==> config.mk <==
export PLATFORM = sky130hd
export DESIGN_NAME = cmp_irq_ctrl
export DESIGN_NICKNAME = d
export VERILOG_FILES = /design/src/rtl/cmp_irq_pkg.sv /design/src/rtl/cmp_sync.sv /design/src/rtl/cmp_settle.sv /design/src/rtl/cmp_flag.sv /design/src/rtl/cmp_irq_ctrl.sv
export SDC_FILE = /design/constraint.sdc
export NUM_CORES = 1
export LEC_CHECK = 0
export BUFFER_PORTS_ARGS = -buffer_cell sky130_fd_sc_hd__buf_4
export CAP_MARGIN = 25
export CORE_ASPECT_RATIO = 1.5
export CORE_MARGIN = 8
export CORE_UTILIZATION = 38
export DETAILED_ROUTE_END_ITERATION = 6
export PLACE_DENSITY_LB_ADDON = 0.1
export SLEW_MARGIN = 5
export SYNTH_ARGS = -nofsm -noshare
export SYNTH_HDL_FRONTEND = slang
export SYNTH_SLANG_ARGS = --single-unit
==> constraint.sdc <==
create_clock -name clk -period 2.5 [get_ports clk]
set_clock_uncertainty 0.1 [all_clocks]
set_input_delay 0.75 -clock clk [delete_from_list [all_inputs] [get_ports clk]]
set_output_delay 0.75 -clock clk [all_outputs]
set_load 0.02 [all_outputs]
==> src/rtl/cmp_irq_pkg.sv <==
package cmp_irq_pkg;

  // Settling window in clock cycles, rounded up, never below one.
  function automatic int unsigned settle_cycles(int unsigned clk_mhz, int unsigned settle_ns);
    int unsigned c;
    c = (clk_mhz * settle_ns + 999) / 1000;
    if (c == 0) c = 1;
    return c;
  endfunction

  // Value the output register takes: forced high while off, else the selected compare.
  function automatic logic out_value(logic en, logic use_ref, logic pin_v, logic ref_v);
    if (!en) return 1'b1;
    return use_ref ? ref_v : pin_v;
  endfunction

endpackage

==> src/rtl/cmp_sync.sv <==
module cmp_sync #(
  parameter int unsigned STAGES = 2
) (
  input  logic clk,
  input  logic rst_n,
  input  logic d,
  output logic q
);
  logic [STAGES-1:0] chain;

  always_ff @(posedge clk or negedge rst_n) begin
    if (!rst_n) chain <= '0;
    else        chain <= {chain[STAGES-2:0], d};
  end

  assign q = chain[STAGES-1];
endmodule

==> src/rtl/cmp_settle.sv <==
module cmp_settle #(
  parameter int unsigned CYCLES = 1000,
  parameter int unsigned CW     = 10
) (
  input  logic clk,
  input  logic rst_n,
  input  logic en,
  output logic settling
);
  logic          en_q;
  logic [CW-1:0] left;

  always_ff @(posedge clk or negedge rst_n) begin
    if (!rst_n) begin
      en_q <= 1'b0;
      left <= '0;
    end else begin
      en_q <= en;
      if (!en)             left <= '0;
      else if (!en_q)      left <= CW'(CYCLES - 1);
      else if (left != '0) left <= left - 1'b1;
    end
  end

  // First enabled cycle counts as window cycle one.
  assign settling = en && (!en_q || (left != '0));
endmodule

==> src/rtl/cmp_flag.sv <==
module cmp_flag (
  input  logic clk,
  input  logic rst_n,
  input  logic set_evt,
  input  logic clr,
  input  logic irq_en,
  output logic flag,
  output logic irq
);
  always_ff @(posedge clk or negedge rst_n) begin
    if (!rst_n) begin
      flag <= 1'b0;
      irq  <= 1'b0;
    end else begin
      flag <= set_evt | (flag & ~clr);
      irq  <= flag & irq_en;
    end
  end
endmodule

==> src/rtl/cmp_irq_ctrl.sv <==
module cmp_irq_ctrl #(
  parameter int unsigned CLK_MHZ     = 100,
  parameter int unsigned SETTLE_NS   = 10000,
  parameter int unsigned SYNC_STAGES = 2
) (
  input  logic clk,
  input  logic rst_n,
  input  logic gt_pin,
  input  logic gt_ref,
  input  logic ref_sel,
  input  logic cmp_en,
  input  logic irq_en,
  input  logic flag_clr,
  output logic cmp_out,
  output logic chg_flag,
  output logic irq_req,
  output logic settling
);
  import cmp_irq_pkg::*;

  localparam int unsigned SETTLE_CYCLES = settle_cycles(CLK_MHZ, SETTLE_NS);
  localparam int unsigned CNT_W         = $clog2(SETTLE_CYCLES + 1);
  localparam int unsigned N_SRC         = 2;

  logic [N_SRC-1:0] raw_in;
  logic [N_SRC-1:0] raw_sync;
  logic             out_next;
  logic             out_change;
  logic             flag_set;

  assign raw_in = {gt_ref, gt_pin};

  for (genvar g = 0; g < N_SRC; g++) begin : g_sync
    cmp_sync #(.STAGES(SYNC_STAGES)) i_sync (
      .clk  (clk),
      .rst_n(rst_n),
      .d    (raw_in[g]),
      .q    (raw_sync[g])
    );
  end

  cmp_settle #(.CYCLES(SETTLE_CYCLES), .CW(CNT_W)) i_settle (
    .clk     (clk),
    .rst_n   (rst_n),
    .en      (cmp_en),
    .settling(settling)
  );

  assign out_next   = out_value(cmp_en, ref_sel, raw_sync[0], raw_sync[1]);
  assign out_change = (out_next != cmp_out);
  assign flag_set   = out_change && !settling;

  always_ff @(posedge clk or negedge rst_n) begin
    if (!rst_n) cmp_out <= 1'b1;
    else        cmp_out <= out_next;
  end

  cmp_flag i_flag (
    .clk    (clk),
    .rst_n  (rst_n),
    .set_evt(flag_set),
    .clr    (flag_clr),
    .irq_en (irq_en),
    .flag   (chg_flag),
    .irq    (irq_req)
  );
endmodule

* After elaboration in Yosys (flattened, before gate mapping) *
Index checks and enable logic that the tools add are counted.
Widths: inputs -> output; s select.

storage, ports and cells
  bits in registers = 18
  input port bits = 8
  output and inout port bits = 4
  logic and storage cells = 25

cells by class
  add/sub/neg operators = 1
  equal/unequal tests = 2
  multiplexer cells = 5
  bitwise operators = 4
  reductions and logical operators = 6

operators with widths
  cell                   number
  $mux 10                3
  $reduce_bool 10->1     1
  $sub 10x1->10 const B  1
  $ne 3x3->1 const B     1
  $and 1x1->1            2
  $logic_and 1x1->1      2
  $logic_not 1->1        2
  $mux 1                 2
  $logic_or 1x1->1       1
  $ne 1x1->1             1
  $not 1->1              1
  $or 1x1->1             1

* Logic depth before layout (Yosys ltp) *
  depth after elaboration = 6
  gate-level depth with buffers = 7
  gate-level depth less buffers = 6

* Cells and area by module *
Synthesis repeated with hierarchy kept, for this count alone.

second synthesis, totals
  cells, all modules = 79
  area, all modules = 823.3 um^2

by module, submodules not included
  module        times used  cells an instance  area each (um^2)  seq. area each (um^2)
  cmp_settle    1           64                 590.6             275.3
  cmp_sync      2           2                  50.0              50.0
  cmp_flag      1           5                  67.6              50.0
  cmp_irq_ctrl  1           6                  65.1              26.3

* Worst setup path after synthesis *
No wires, ideal clock.

  path type = register to output
  from = register i_settle.left[0]
  to = output port settling
  arrival = 1.635 ns
  data required time = 1.650 ns
  path slack = 0.015 ns
  cell stages (with the launch flop) = 7
  path buffers = 1
  cell sequence = dfrtp_1 > inv_1 > ha_1 > or2b_2 > buf_4 > o41ai_4 > inv_2

on the way
  longest elaborated chain between the ends = 3

ends and longest elaborated chain
  what                      line                source
  start: declaration        cmp_settle.sv:11    logic [CW-1:0] left;
  start signal: assignment  cmp_settle.sv:20    else if (!en_q) left <= CW'(CYCLES - 1);
  start signal: assignment  cmp_settle.sv:21    else if (left != '0) left <= left - 1'b1;
  $reduce_bool 10->1        cmp_settle.sv:26    assign settling = en && (!en_q || (left != '0));
  $logic_or 1x1->1          cmp_settle.sv:26
  $logic_and 1x1->1         cmp_settle.sv:26
  end: declaration          cmp_irq_ctrl.sv:17  output logic settling

Every way passes these cells.

* Worst setup path after layout *
  from = register i_settle.left[8]
  to = output port settling

The elaborated chain is that of the path after synthesis.

==> flow_summary.toml <==
[status]
status = "finished, violations left"
violations = "setup timing"

[cells_and_area]
finalNetCount = 113
num_antenna_cells = 0
drive_above_1_share_pct = 35.9
area_growth_pct = 26.2

[grt]
grt_most_used_layer = "met2"
gr-total-overflow = 0
track_usage_pct = 10.6
grt_pass1_vias = 721
grt_pass1_wl_um = 3190
grt_use_met1_pct = 12.7
met3_usage_pct = 3.20
grt_start_max_net_pins = 19
met2_usage_pct = 15.4
antenna_found_initial = 0

[timing]
fmax_mhz = 386
tightest_slew_ns = 0.479
holdWs_ns = 0.186
max_slew_margin_pct = 67.8
rsz0062_at_grt = "true"
period_share_pct = 104
drv_slew = 0
layout_setup_ws_ns = -0.0919
fin_crit_ns = 2.59
finalHoldViolCount = 0
setup_violations = 1

[worst_setup_path]
r2r_slack_ns = 0.40
slowest_delay_ns = 0.57
cp.depth = 4
worstSetupPathType = "register to output pin"
critPathCaptureType = "output pin"
startpoint_type = "register"
cp_cell_sequence = "or4_4, o41ai_4, inv_2, buf_6"
reg2regPathDepth = 4
arrival_ns = 1.74
cp.buffers_inverters = 2
cp.required_ns = 1.65
path_max_fanout = 3
critical-path-slowest-cell = "or4_4"
crit_family = "simple AND/OR/NAND/NOR gates"

[clocking]
path_clk_slew_ns = 0.11
clockBufferDepth = 2
clock-root-buffer = "clkbuf_4"
insertion_delay_ns = 0.31
cts_tree = "built"
hold_buffers = 0
cts_buffers = 3
cts_htree_levels = 1
cts.sinks = 18

[synthesis]
synth_area_um2 = 870
yosysWarnings = 0
syn_nets = 89
netlist_instances = 80
ys_seq_area_share_pct = 51.9
avgSynthCellArea_um2 = 10.9
synth_seq_cells = 18
synth_cell_types = 32

[routing]
num_vias = 690
ant_nets = 0
remaining_drc_errors = 0
finalWirelength_um = 1820
drt_iter0_drc = 16
wire_per_inst_um = 14.4
viasPerCell = 5.48
dr.pass1.iters = 4

[floorplan]
die_area_um2 = 4110
fp.dieW_um = 55.1
rows = 21
ios = 12
die_h_um = 74.6
core-area_um2 = 2210
start_util_pct = 39.4

[power]
p_per_area_nw_per_um2 = 648
vdd_drop_max_mv = 0.286
total_power_mw = 0.711
power.leakage_nw = 0.497

[job]
max_cap_violations = 0

[placement]
gp_congestion = 0.768
dp_slack_ns = 0.0914
hpwlAfterDp_um = 1350
port_buffers = 11

[hold_path]
hp-class = "input pin to asynchronous set/reset pin"
-- layout make-up --
cell class              instances  area (um^2)
clock buffers                   4         36.3
repair buffers                 23          176
well taps                      23         28.8
inverters                       6         22.5
flip-flops and latches         18          452
multi-input cells              52          382
fillers                       223         1110
-- flip-flops by register name (all words and copies together) (netlist names) --
register / flops
g_sync.i_sync.chain: 4
i_settle.left: 10
i_flag.flag: 1
cmp_out: 1
i_flag.irq: 1
i_settle.en_q: 1
-- stage by stage --
step | TNS (ns) | cell area [um^2] | instances | util (%)
3_5_place_dp | 0 | 1020 | 118 | 46.1
6_report | -0.0919 | 1100 | 126 | 49.7
5_1_grt | -0.172 | 1100 | 126 | 49.7
2_1_floorplan | 0 | 870 | 80 | -
3_3_place_gp | 0 | 1020 | 118 | 46.1
4_1_cts | -0.104 | 1100 | 126 | 49.7
-- final timing paths --
kind                                           start                        end
setup reg to reg                    i_settle.left[6]           i_settle.left[8]
hold reg to reg            g_sync[0].i_sync.chain[0]  g_sync[0].i_sync.chain[1]
hold / removal                                 rst_n           i_settle.left[6]
max in group asynchronous                      rst_n                    cmp_out
setup / recovery                    i_settle.left[8]                   settling
min in group clk           g_sync[0].i_sync.chain[0]  g_sync[0].i_sync.chain[1]
-- per-layer routing --
layer,share of wire (%),vias to the layer above
met5,0,-
met4,2.4,0
met3,4.2,4
met2,50,9
met1,44,334
li1,-,343
-- synth_stat cells --
master | number | share of area, %
xor2_1 | 1 | 1.0
or3_1 | 5 | 3.6
nand3_1 | 1 | 0.57
nand2b_1 | 3 | 2.2
or4_4 | 2 | 2.6
clkbuf_1 | 2 | 0.86
o31ai_1 | 2 | 1.7
inv_2 | 1 | 0.43
o41ai_4 | 1 | 3.2
a31oi_1 | 6 | 4.3
a211oi_1 | 1 | 0.86
a21oi_1 | 2 | 1.2
ha_1 | 1 | 1.4
o21ai_0 | 5 | 2.9
nor3b_1 | 1 | 0.86
or4_2 | 1 | 1.0
mux2i_1 | 1 | 1.2
or2b_2 | 1 | 1.0
or4_1 | 1 | 0.86
o32ai_2 | 1 | 1.9
nor2b_1 | 1 | 0.72
nor4_1 | 4 | 2.9
nand2_1 | 3 | 1.3
a21boi_0 | 1 | 0.86
dfrtp_1 | 17 | 49
buf_4 | 2 | 1.7
dfstp_2 | 1 | 3.0
and2_1 | 1 | 0.72
o41ai_1 | 1 | 1.0
nor3_1 | 4 | 2.3
or3_2 | 1 | 0.86
inv_1 | 5 | 2.2
-- kinds of logic after synthesis --
logic type | synth area share [%]
compound gates | 17.8
simple gates | 21.4
mux | 1.15
fa+ha+maj | 1.44
buf+inv | 5.18
flops | 51.9
xor+xnor | 1.01
-- cell usage in the layout (no fill, tap or decap), types with 2 or more instances in the layout --
cell type and count:
nand2b_1 3, nor4_1 4, nor3_1 4, a31oi_1 6, dfrtp_1 17, inv_1 5, or4_4 2, clkbuf_4 3
o31ai_1 2, nand2_1 3, buf_4 22, o21ai_0 5, a21oi_1 2, or3_1 5
-- timing repair --
item	4_1_cts	5_1_grt
pin swaps	3	1
buffers inserted	4	0
resized for setup	4	0
endpoints found under the hold margin	0	0
endpoints found under the setup margin	1	1
-- power by group --
part / internal [mW] / total (mW) / switching (mW) / leakage (nW)
registers: 0.317 / 0.334 / 0.0163 / 0.222
logic: 0.0942 / 0.190 / 0.0962 / 0.254
clock network: 0.0889 / 0.187 / 0.0981 / 0.0210
total: 0.500 / 0.711 / 0.211 / 0.497
(Power assumes the default switching activity.)
